<file path="src/rtl/sdram_seq_pkg.sv">
package sdram_seq_pkg;

   // {row strobe, column strobe, write enable}, active low
   typedef enum logic [2:0] {
      CMD_MRS   = 3'b000,
      CMD_REFR  = 3'b001,
      CMD_DCAB  = 3'b010,
      CMD_ACTV  = 3'b011,
      CMD_WRITE = 3'b100,
      CMD_READ  = 3'b101,
      CMD_NOP   = 3'b111
   } sd_cmd_e;

   localparam logic [13:0] MODE_WORD = 14'h0030;

endpackage

</file>
<file path="src/rtl/sdram_tick_gen.sv">
module sdram_tick_gen #(
   parameter int SEL_W = 2
) (
   input  logic             clk_i,
   input  logic             rst_ni,
   input  logic [SEL_W-1:0] ratio_i,
   output logic             tick_o
);
   // largest divisor is 2**(2**SEL_W - 1); count up to divisor-1
   localparam int CNT_W = (1 << SEL_W) - 1;

   logic [CNT_W-1:0] cnt_q;
   logic [CNT_W-1:0] one;
   logic [CNT_W-1:0] reload;

   assign one    = {{(CNT_W-1){1'b0}}, 1'b1};
   assign reload = (one << ratio_i) - one;
   assign tick_o = (cnt_q == '0);

   always_ff @(posedge clk_i or negedge rst_ni) begin
      if (!rst_ni)         cnt_q <= '0;
      else if (tick_o)     cnt_q <= reload;
      else                 cnt_q <= cnt_q - one;
   end

   initial begin
      assert (SEL_W >= 1 && SEL_W <= 3) else $error("SEL_W out of range");
   end

   // slots longer than one core cycle never tick twice in a row
   assert_slot_gap_R9: assert property (@(posedge clk_i) disable iff (!rst_ni)
      (tick_o && ratio_i != '0) |=> !tick_o);

endmodule

</file>
<file path="src/rtl/sdram_refresh_timer.sv">
module sdram_refresh_timer #(
   parameter int REF_W = 16
) (
   input  logic             clk_i,
   input  logic             rst_ni,
   input  logic             tick_i,
   input  logic [REF_W-1:0] interval_i,
   input  logic             clear_i,
   output logic             pending_o
);
   logic [REF_W-1:0] cnt_q;
   logic             armed;
   logic             hit;

   assign armed = (interval_i != '0);
   assign hit   = tick_i && armed && (cnt_q >= interval_i - 1'b1);

   always_ff @(posedge clk_i or negedge rst_ni) begin
      if (!rst_ni) begin
         cnt_q     <= '0;
         pending_o <= 1'b0;
      end else begin
         if (tick_i && armed) begin
            if (hit) cnt_q <= '0;
            else     cnt_q <= cnt_q + 1'b1;
         end
         pending_o <= hit | (pending_o & ~clear_i);
      end
   end

   initial begin
      assert (REF_W >= 2) else $error("REF_W too small");
   end

   // a zero interval never raises a new refresh request
   assert_refresh_off_R10: assert property (@(posedge clk_i) disable iff (!rst_ni)
      (interval_i == '0 && !pending_o) |=> !pending_o);

endmodule

</file>
<file path="src/rtl/sdram_cmd_fsm.sv">
module sdram_cmd_fsm
   import sdram_seq_pkg::*;
#(
   parameter int ADDR_W = 14,
   parameter int COL_W  = 8,
   parameter int BE_W   = 2
) (
   input  logic              clk_i,
   input  logic              rst_ni,
   input  logic              tick_i,
   input  logic              ref_pend_i,
   output logic              ref_clear_o,
   input  logic              req_valid_i,
   input  logic              req_write_i,
   input  logic [ADDR_W-1:0] req_row_i,
   input  logic [COL_W-1:0]  req_col_i,
   input  logic [BE_W-1:0]   req_be_ni,
   output logic              req_ready_o,
   output sd_cmd_e           cmd_o,
   output logic [ADDR_W-1:0] addr_o,
   output logic              a10_o,
   output logic [BE_W-1:0]   be_no
);
   localparam int A10_BIT = 10;
   localparam logic [1:0] STEP_DCAB = 2'd0;
   localparam logic [1:0] STEP_REFR = 2'd1;
   localparam logic [1:0] STEP_MRS  = 2'd2;
   localparam logic [1:0] STEP_DONE = 2'd3;

   logic [1:0]        step_q, step_d;
   logic              open_q, open_d;
   logic [ADDR_W-1:0] row_q, row_d;
   sd_cmd_e           cmd_q, cmd_d;
   logic [ADDR_W-1:0] addr_q, addr_d;
   logic              a10_q, a10_d;
   logic [BE_W-1:0]   be_q, be_d;
   logic              accept_c, clear_c;
   logic [ADDR_W-1:0] col_ext;
   logic              row_hit;

   generate
      if (COL_W < ADDR_W) begin : g_col_pad
         assign col_ext = {{(ADDR_W-COL_W){1'b0}}, req_col_i};
      end else begin : g_col_full
         assign col_ext = req_col_i;
      end
   endgenerate

   assign row_hit = open_q && (row_q == req_row_i);

   always_comb begin
      step_d   = step_q;
      open_d   = open_q;
      row_d    = row_q;
      cmd_d    = CMD_NOP;
      addr_d   = addr_q;
      a10_d    = a10_q;
      be_d     = be_q;
      accept_c = 1'b0;
      clear_c  = 1'b0;
      if (step_q != STEP_DONE) begin
         unique case (step_q)
            STEP_DCAB: begin
               cmd_d  = CMD_DCAB;
               addr_d = '0;
               a10_d  = 1'b1;
               step_d = STEP_REFR;
            end
            STEP_REFR: begin
               cmd_d  = CMD_REFR;
               step_d = STEP_MRS;
            end
            default: begin
               cmd_d  = CMD_MRS;
               addr_d = MODE_WORD[ADDR_W-1:0];
               a10_d  = 1'b0;
               step_d = STEP_DONE;
            end
         endcase
      end else if (ref_pend_i) begin
         if (open_q) begin
            cmd_d  = CMD_DCAB;
            addr_d = '0;
            a10_d  = 1'b1;
            open_d = 1'b0;
         end else begin
            cmd_d   = CMD_REFR;
            clear_c = 1'b1;
         end
      end else if (req_valid_i) begin
         if (!open_q) begin
            cmd_d  = CMD_ACTV;
            addr_d = req_row_i;
            a10_d  = req_row_i[A10_BIT];
            open_d = 1'b1;
            row_d  = req_row_i;
         end else if (!row_hit) begin
            cmd_d  = CMD_DCAB;
            addr_d = '0;
            a10_d  = 1'b1;
            open_d = 1'b0;
         end else begin
            cmd_d    = req_write_i ? CMD_WRITE : CMD_READ;
            addr_d   = col_ext;
            a10_d    = 1'b0;
            be_d     = req_write_i ? req_be_ni : '0;
            accept_c = 1'b1;
         end
      end
   end

   always_ff @(posedge clk_i or negedge rst_ni) begin
      if (!rst_ni) begin
         step_q <= STEP_DCAB;
         open_q <= 1'b0;
         row_q  <= '0;
         cmd_q  <= CMD_NOP;
         addr_q <= '0;
         a10_q  <= 1'b0;
         be_q   <= '1;
      end else if (tick_i) begin
         step_q <= step_d;
         open_q <= open_d;
         row_q  <= row_d;
         cmd_q  <= cmd_d;
         addr_q <= addr_d;
         a10_q  <= a10_d;
         be_q   <= be_d;
      end
   end

   assign req_ready_o = accept_c & tick_i;
   assign ref_clear_o = clear_c & tick_i;
   assign cmd_o       = cmd_q;
   assign addr_o      = addr_q;
   assign a10_o       = a10_q;
   assign be_no       = be_q;

   initial begin
      assert (ADDR_W > A10_BIT) else $error("address bus must reach bit 10");
      assert (COL_W <= A10_BIT) else $error("column must stay below bit 10");
   end

   assert_mode_word_R3: assert property (@(posedge clk_i) disable iff (!rst_ni)
      (cmd_q == CMD_MRS) |-> (addr_q == MODE_WORD[ADDR_W-1:0] && !a10_q));

   assert_close_a10_R4: assert property (@(posedge clk_i) disable iff (!rst_ni)
      (cmd_q == CMD_DCAB) |-> a10_q);

   assert_column_open_R6: assert property (@(posedge clk_i) disable iff (!rst_ni)
      (cmd_q == CMD_READ || cmd_q == CMD_WRITE) |-> open_q);

   assert_read_be_R8: assert property (@(posedge clk_i) disable iff (!rst_ni)
      (cmd_q == CMD_READ) |-> (be_q == '0));

   assert_slot_hold_R9: assert property (@(posedge clk_i) disable iff (!rst_ni)
      !tick_i |=> $stable({cmd_q, addr_q, a10_q, be_q}));

   assert_ready_column_R12: assert property (@(posedge clk_i) disable iff (!rst_ni)
      req_ready_o |=> (cmd_q == CMD_READ || cmd_q == CMD_WRITE));

endmodule

</file>
<file path="src/rtl/sdram_cmd_seq.sv">
module sdram_cmd_seq
   import sdram_seq_pkg::*;
#(
   parameter int ADDR_W = 14,
   parameter int COL_W  = 8,
   parameter int BE_W   = 2,
   parameter int SEL_W  = 2,
   parameter int REF_W  = 16
) (
   input  logic              clk_i,
   input  logic              rst_ni,
   input  logic [SEL_W-1:0]  clk_div_sel_i,
   input  logic [REF_W-1:0]  refresh_interval_i,
   input  logic              req_valid_i,
   input  logic              req_write_i,
   input  logic [ADDR_W-1:0] req_row_i,
   input  logic [COL_W-1:0]  req_col_i,
   input  logic [BE_W-1:0]   req_be_ni,
   output logic              req_ready_o,
   output logic              sd_cs_n_o,
   output logic              sd_ras_n_o,
   output logic              sd_cas_n_o,
   output logic              sd_we_n_o,
   output logic [BE_W-1:0]   sd_be_n_o,
   output logic [ADDR_W-1:0] sd_addr_o,
   output logic              sd_a10_o
);
   logic    tick;
   logic    ref_pend;
   logic    ref_clear;
   sd_cmd_e cmd;

   sdram_tick_gen #(.SEL_W(SEL_W)) u_tick (
      .clk_i   (clk_i),
      .rst_ni  (rst_ni),
      .ratio_i (clk_div_sel_i),
      .tick_o  (tick)
   );

   sdram_refresh_timer #(.REF_W(REF_W)) u_refresh (
      .clk_i      (clk_i),
      .rst_ni     (rst_ni),
      .tick_i     (tick),
      .interval_i (refresh_interval_i),
      .clear_i    (ref_clear),
      .pending_o  (ref_pend)
   );

   sdram_cmd_fsm #(.ADDR_W(ADDR_W), .COL_W(COL_W), .BE_W(BE_W)) u_fsm (
      .clk_i       (clk_i),
      .rst_ni      (rst_ni),
      .tick_i      (tick),
      .ref_pend_i  (ref_pend),
      .ref_clear_o (ref_clear),
      .req_valid_i (req_valid_i),
      .req_write_i (req_write_i),
      .req_row_i   (req_row_i),
      .req_col_i   (req_col_i),
      .req_be_ni   (req_be_ni),
      .req_ready_o (req_ready_o),
      .cmd_o       (cmd),
      .addr_o      (sd_addr_o),
      .a10_o       (sd_a10_o),
      .be_no       (sd_be_n_o)
   );

   assign {sd_ras_n_o, sd_cas_n_o, sd_we_n_o} = cmd;
   assign sd_cs_n_o = (cmd == CMD_NOP);

   // idle slots deselect the device with every strobe high
   assert_idle_deselect_R11: assert property (@(posedge clk_i) disable iff (!rst_ni)
      sd_cs_n_o |-> (sd_ras_n_o && sd_cas_n_o && sd_we_n_o));

endmodule

</file>
<file path="config.mk">
export PLATFORM = sky130hd
export DESIGN_NAME = sdram_cmd_seq
export DESIGN_NICKNAME = d
export VERILOG_FILES = /design/src/rtl/sdram_seq_pkg.sv /design/src/rtl/sdram_tick_gen.sv /design/src/rtl/sdram_refresh_timer.sv /design/src/rtl/sdram_cmd_fsm.sv /design/src/rtl/sdram_cmd_seq.sv
export SDC_FILE = /design/constraint.sdc
export NUM_CORES = 1
export LEC_CHECK = 0
export BUFFER_PORTS_ARGS = -buffer_cell sky130_fd_sc_hd__buf_2
export CAP_MARGIN = 10
export CORE_ASPECT_RATIO = 0.5
export CORE_MARGIN = 8
export CORE_UTILIZATION = 50
export CTS_CLUSTER_SIZE = 12
export DETAILED_ROUTE_END_ITERATION = 8
export GPL_ROUTABILITY_DRIVEN = 1
export MAX_ROUTING_LAYER = met4
export PLACE_DENSITY = 0.76
export SLEW_MARGIN = 25
export SYNTH_ARGS = -nofsm -noshare
export SYNTH_HDL_FRONTEND = slang
export SYNTH_SLANG_ARGS = --single-unit
</file>
<file path="constraint.sdc">
create_clock -name clk_i -period 2.6 [get_ports clk_i]
set_clock_uncertainty 0.05 [all_clocks]
set_input_delay 0.78 -clock clk_i [delete_from_list [all_inputs] [get_ports clk_i]]
set_output_delay 0.78 -clock clk_i [all_outputs]
set_load 0.005 [all_outputs]
</file>
# After elaboration in Yosys (flattened, before gate mapping)
# Cells that the tools add are included.
[totals]
reg_bits = 57
inputBits = 46
wordCells = 80
[op_classes]
addsub = 4
n_lt_le_gt_ge = 1
eq_ne = 6
shifts = 1
mux = 37
bitwise_logic = 8
reduce_logical = 13
[ops]
columns = ["operator", "n"]
rows = [
  ["14-bit two-way mux", 5],
  ["14-bit one-hot mux with 2 select lines", 1],
  ["1-bit two-way mux", 18],
  ["3-bit two-way mux", 6],
  ["16-bit by 1-bit adder with 16-bit output (second input constant)", 1],
  ["16-bit >= comparator", 1],
  ["16-bit two-way mux", 1],
  ["16-bit nonzero test", 1],
  ["16-bit by 1-bit subtractor with 16-bit output (second input constant)", 1],
  ["14-bit equality test", 1],
  ["8-bit two-way mux", 1],
  ["2-bit one-hot mux with 2 select lines", 2],
  ["6-bit AND reduction", 1],
  ["3-bit by 1-bit subtractor with 3-bit output (second input constant)", 2],
  ["5-bit AND reduction", 1],
  ["2-bit two-way mux", 2],
  ["2-bit != test (second input constant)", 2],
  ["1-bit NOT", 4],
  ["4-bit AND reduction", 1],
  ["1-bit AND", 3],
  ["3-bit equality test (second input constant)", 1],
  ["1-bit logical AND", 3],
  ["3-bit logical NOT", 1],
  ["3-bit by 1-bit != test with 1-bit output (second input constant)", 1],
  ["other kinds (9)", 9],
]

# Depth between registers and ports, before layout
[logic_depth]
ltp_word = 8
mapped_depth = 12

# By module
# Synthesis repeated with hierarchy kept, for this count alone.
[hier_totals]
cells_unflattened = 361
hier_area_um2 = 3659.8
[modules_own_cells]
columns = ["mod", "n_inst", "cells_per_inst", "area_per_inst_um2", "seq_area_each_um2"]
rows = [
  ["sdram_cmd_fsm", 1, 180, 1956.9, 932.1],
  ["sdram_refresh_timer", 1, 167, 1550.2, 425.4],
  ["sdram_tick_gen", 1, 13, 146.4, 75.1],
  ["sdram_cmd_seq", 1, 1, 6.3, 0.0],
]

# Worst setup path after synthesis
# No wires, ideal clock.
[synth_path]
kind = "in2reg"
start = "input refresh_interval_i[2]"
end = "register u_refresh.cnt_q[12]"
setup_ns = 0.101
arrival_time_ns = 3.565
slack_ns = -1.116
cell_stages = 12
path_cell_list = "or4_1 or3_1 nor4_2 nand3_1 xor2_1 ha_1 a21oi_1 o21ai_0 a21oi_1 clkbuf_1 o2111ai_1 o311ai_2"
[synth_between]
elab_chain_cells = 4
word_cells_on_any_way = 6
[synth_rtl]
columns = ["item", "line", "rtl"]
rows = [
  ["start: declaration", "sdram_cmd_seq.sv:13", "input logic [REF_W-1:0] refresh_interval_i,"],
  ["16-bit by 1-bit subtractor with 16-bit output or 16-bit nonzero test (tied branches)", "sdram_refresh_timer.sv:16, sdram_refresh_timer.sv:15", ""],
  ["16-bit >= comparator or 1-bit logical AND (tied branches)", "sdram_refresh_timer.sv:16, sdram_refresh_timer.sv:23", ""],
  ["1-bit logical AND", "sdram_refresh_timer.sv:16", "assign hit = tick_i && armed && (cnt_q >= interval_i - 1'b1);"],
  ["16-bit two-way mux", "sdram_refresh_timer.sv:24", "if (hit) cnt_q <= '0;"],
  ["end signal: assignment", "sdram_refresh_timer.sv:25", "else cnt_q <= cnt_q + 1'b1;"],
  ["end: declaration", "sdram_refresh_timer.sv:11", "logic [REF_W-1:0] cnt_q;"],
]
# Parallel ways exist; a longest one is shown, timed or not.
# A chain may end at the register's enable or synchronous reset.

# Worst setup path after layout
[layout_path]
start = "input refresh_interval_i[2]"
end = "register u_refresh.cnt_q[6]"
# The elaborated chain is that of the path after synthesis.

==> qor.yml <==
cells_and_area:
  drive_gt1_share_pct: 37.6
  diodes: 0
  final_cell_mix: "buf_2 (64), dfrtp_1 (52), buf_4 (44)"
  fin_nets: 534
  final_common_cell: "buf_2"
  final_util_pct: 71.8
  syn_to_final_growth_pct: 36.8
yosys:
  yosys_warnings: 0
  synth-seq-cells: 57
  syn_inst: 352
  synth_cell_types: 54
  synth_edf_count: 0
  synthFlopType: "dfrtp_1"
  ys_async_sr_fraction_pct: 100
  synth_area_per_cell_sq_um: 10.1
  ys_seq_area_share_pct: 40.1
  syn_nets: 417
  netlist_area_sq_um: 3570
drt:
  drc: 0
  drt_iter0_drc: 219
  dr.pass1.iters: 4
  wl_per_cell_um: 16.5
  via_per_inst: 5.76
  ant_nets: 0
  vias: 3261
  drt_wl_total_mm: 9.34
clock_tree:
  cts_root_buffer: "clkbuf_16"
  clk_pin_slew_ns: 0.05
  cts_made_buffers: 9
  cts_tree: "done"
  htreeDepth: 3
  clk_latency_ns: 0.32
  clk_path_buf_depth: 2
  cts.sinks: 57
worst_setup_path:
  cpMostUsedCell: "buf_4"
  critPathKind: "input port to register"
  slowest_delay_ns: 0.52
  cpLargestDelayFamily: "simple AND/OR/NAND/NOR gates"
  critPathBufInv: 4
  arrival_ns: 3.46
  crit_path_start_kind: "input port"
  cp_max_fo: 6
  worst_ep_required_time_ns: 2.74
  critPathCaptureType: "register"
  worst_path_max_delay_cell: "or4_4"
  crit_chain: "buf_6 > or4_4 > or3_4 > buf_4 > nor2_1 > xnor2_1 > ha_1 > nand4_1 > a21oi_1 > a221oi_4 > buf_12 > buf_4 > o211ai_1 > o211ai_2"
timing:
  max_freq_mhz: 302
  hold_viol: 0
  period_share_pct: 127
  whs_ns: 0.393
  setup_viol: 18
  worst_slack_ns: -0.712
  rsz0062_at_grt: "yes"
  worst_pin_slew_ns: 0.513
  relSlewSlack_pct: 65.8
  slew_violations: 0
  finalCriticalPeriod_ns: 3.31
global_route:
  grt_pass1_wl_mm: 15.5
  gr-total-overflow: 0
  grt_pass1_vias: 3353
  use_met1_pct: 22.6
  antenna_found_initial: 0
  busiest_layer: "met2"
  gr-usage-met3_pct: 5.13
  track_usage_pct: 19.4
  grt_max_degree: 58
  gr-usage-met2_pct: 32.5
run_status:
  status: "finished with violations"
  failed_checks: "negative setup slack"
floorplan:
  fp.dieH_um: 75.8
  coreArea_sq_um: 6810
  die_x_um: 136
  dieArea_sq_um: 10300
  io_pins: 68
  rows: 21
  start_util_pct: 52.5
pwr:
  peakVddDrop_uv: 436
  total_power_w: 0.00426
  power_leakage_nw: 2.39
  power.density_nw_per_um2: 872
run:
  maxCapViolations: 0
hold_path:
  hold_path.class: "input port to asynchronous set/reset pin"
placed_design:
  port_buffers: 67
  finalWeightedCongestion: 0.835
  post-dp-hpwl_mm: 6.91
report_power, final:
group	switching (W)	internal, W	total [W]
Combinational	0.000782	0.000730	0.00151
Sequential	0.000273	0.00119	0.00147
Clock	0.000393	0.000885	0.00128
flip-flops by register name, summed over array words and instances, names as in the netlist:
register             flops
u_fsm.addr_o            14
u_fsm.a10_o              1
u_fsm.be_no              2
u_refresh.cnt_q         16
u_fsm.row_q             14
u_fsm.cmd_o              3
u_refresh.pending_o      1
u_fsm.step_q             2
u_fsm.open_q             1
u_tick.cnt_q             3
through the flow:
stage | area, sq um | setup TNS, ns | instances | setup slack (ns)
after floorplan | 3650 | -13.27 | 352 | -0.858
after CTS | 4810 | -12.60 | 564 | -0.771
after global placement | 4420 | -17.07 | 545 | -1.04
after detailed placement | 4420 | -18.95 | 545 | -1.15
after global routing | 4880 | -14.05 | 566 | -0.877
final | 4880 | -11.31 | 566 | -0.712
final cells by class:
cell class / count / area (sq um)
inverters: 16 / 60.1
clock buffers: 11 / 253
flip-flops and latches: 57 / 1430
well taps: 92 / 115
repair buffers: 117 / 791
clock inverters: 5 / 77.6
fillers: 502 / 1920
multi-input cells: 268 / 2160
cell usage after synthesis, types with 4 or more instances:
| cell | number | area, sq um |
|---|---|---|
| a21oi_1 | 10 | 50.1 |
| xor2_1 | 22 | 193 |
| xnor2_1 | 8 | 70.1 |
| mux2_1 | 14 | 158 |
| o211ai_2 | 6 | 75.1 |
| nor2_1 | 14 | 52.6 |
| a22o_1 | 14 | 123 |
| nor4_1 | 5 | 31.3 |
| inv_1 | 15 | 56.3 |
| o2111ai_1 | 10 | 87.6 |
| nand2_1 | 32 | 120 |
| and3_1 | 4 | 25.0 |
| dfstp_2 | 5 | 131 |
| nand4_1 | 7 | 43.8 |
| nor3_1 | 10 | 50.1 |
| nand3_1 | 11 | 55.1 |
| o21ai_1 | 5 | 25.0 |
| clkbuf_1 | 8 | 30.0 |
| o21ai_0 | 10 | 50.1 |
| or3_1 | 8 | 50.1 |
| a21o_1 | 9 | 67.6 |
| ha_1 | 19 | 238 |
| dfrtp_1 | 52 | 1300 |
| o211ai_1 | 5 | 37.5 |
timing repair:
| action | in CTS | in global routing |
|---|---|---|
| pin swaps | 8 | 4 |
| setup endpoints to repair | 18 | 18 |
| gates cloned | 1 | 0 |
| gates resized for setup | 9 | 8 |
| endpoints found under the hold margin | 0 | 0 |
| buffers inserted | 2 | 2 |
| hold buffers | 0 | 0 |
path summary, 6_finish.rpt:
| path | startpoint | to | slack [ns] | cells past startpoint |
|---|---|---|---|---|
| worst max register to register | u_refresh.cnt_q[0]$_DFFE_PN0P_ | u_refresh.cnt_q[8]$_DFFE_PN0P_ | 0.29 | 9 |
| min in group clk_i | u_tick.cnt_q[0]$_DFF_PN0_ | u_tick.cnt_q[0]$_DFF_PN0_ | 0.42 | 1 |
| worst min-delay path | rst_ni | u_refresh.cnt_q[6]$_DFFE_PN0P_ | 0.39 | 2 |
| max in group asynchronous | rst_ni | u_fsm.cmd_o[0]$_DFFE_PN1P_ | 1.80 | 2 |
| worst min register to register | u_tick.cnt_q[0]$_DFF_PN0_ | u_tick.cnt_q[0]$_DFF_PN0_ | 0.42 | 1 |
| worst max-delay path | refresh_interval_i[2] | u_refresh.cnt_q[6]$_DFFE_PN0P_ | -0.71 | 14 |
cells by family after synthesis:
kind of cell | synth area share [%]
multiplexers | 5.29
AND/OR/NAND/NOR | 17.0
adder cells (fa/ha/maj) | 6.66
buffers and inverters | 3.15
AO/OA/AOI/OAI | 20.5
flip-flops | 40.1
XOR/XNOR | 7.36
layer usage:
metal / part of all wire, % / wire length [um] / vias up
li1: - / - / 1565
met1: 44 / 4090 / 1600
met2: 49 / 4600 / 83
met3: 5.8 / 542 / 13
met4: 1.0 / 97 / 0
met5: 0 / 0 / -
Power figures use the tool's default switching activity.
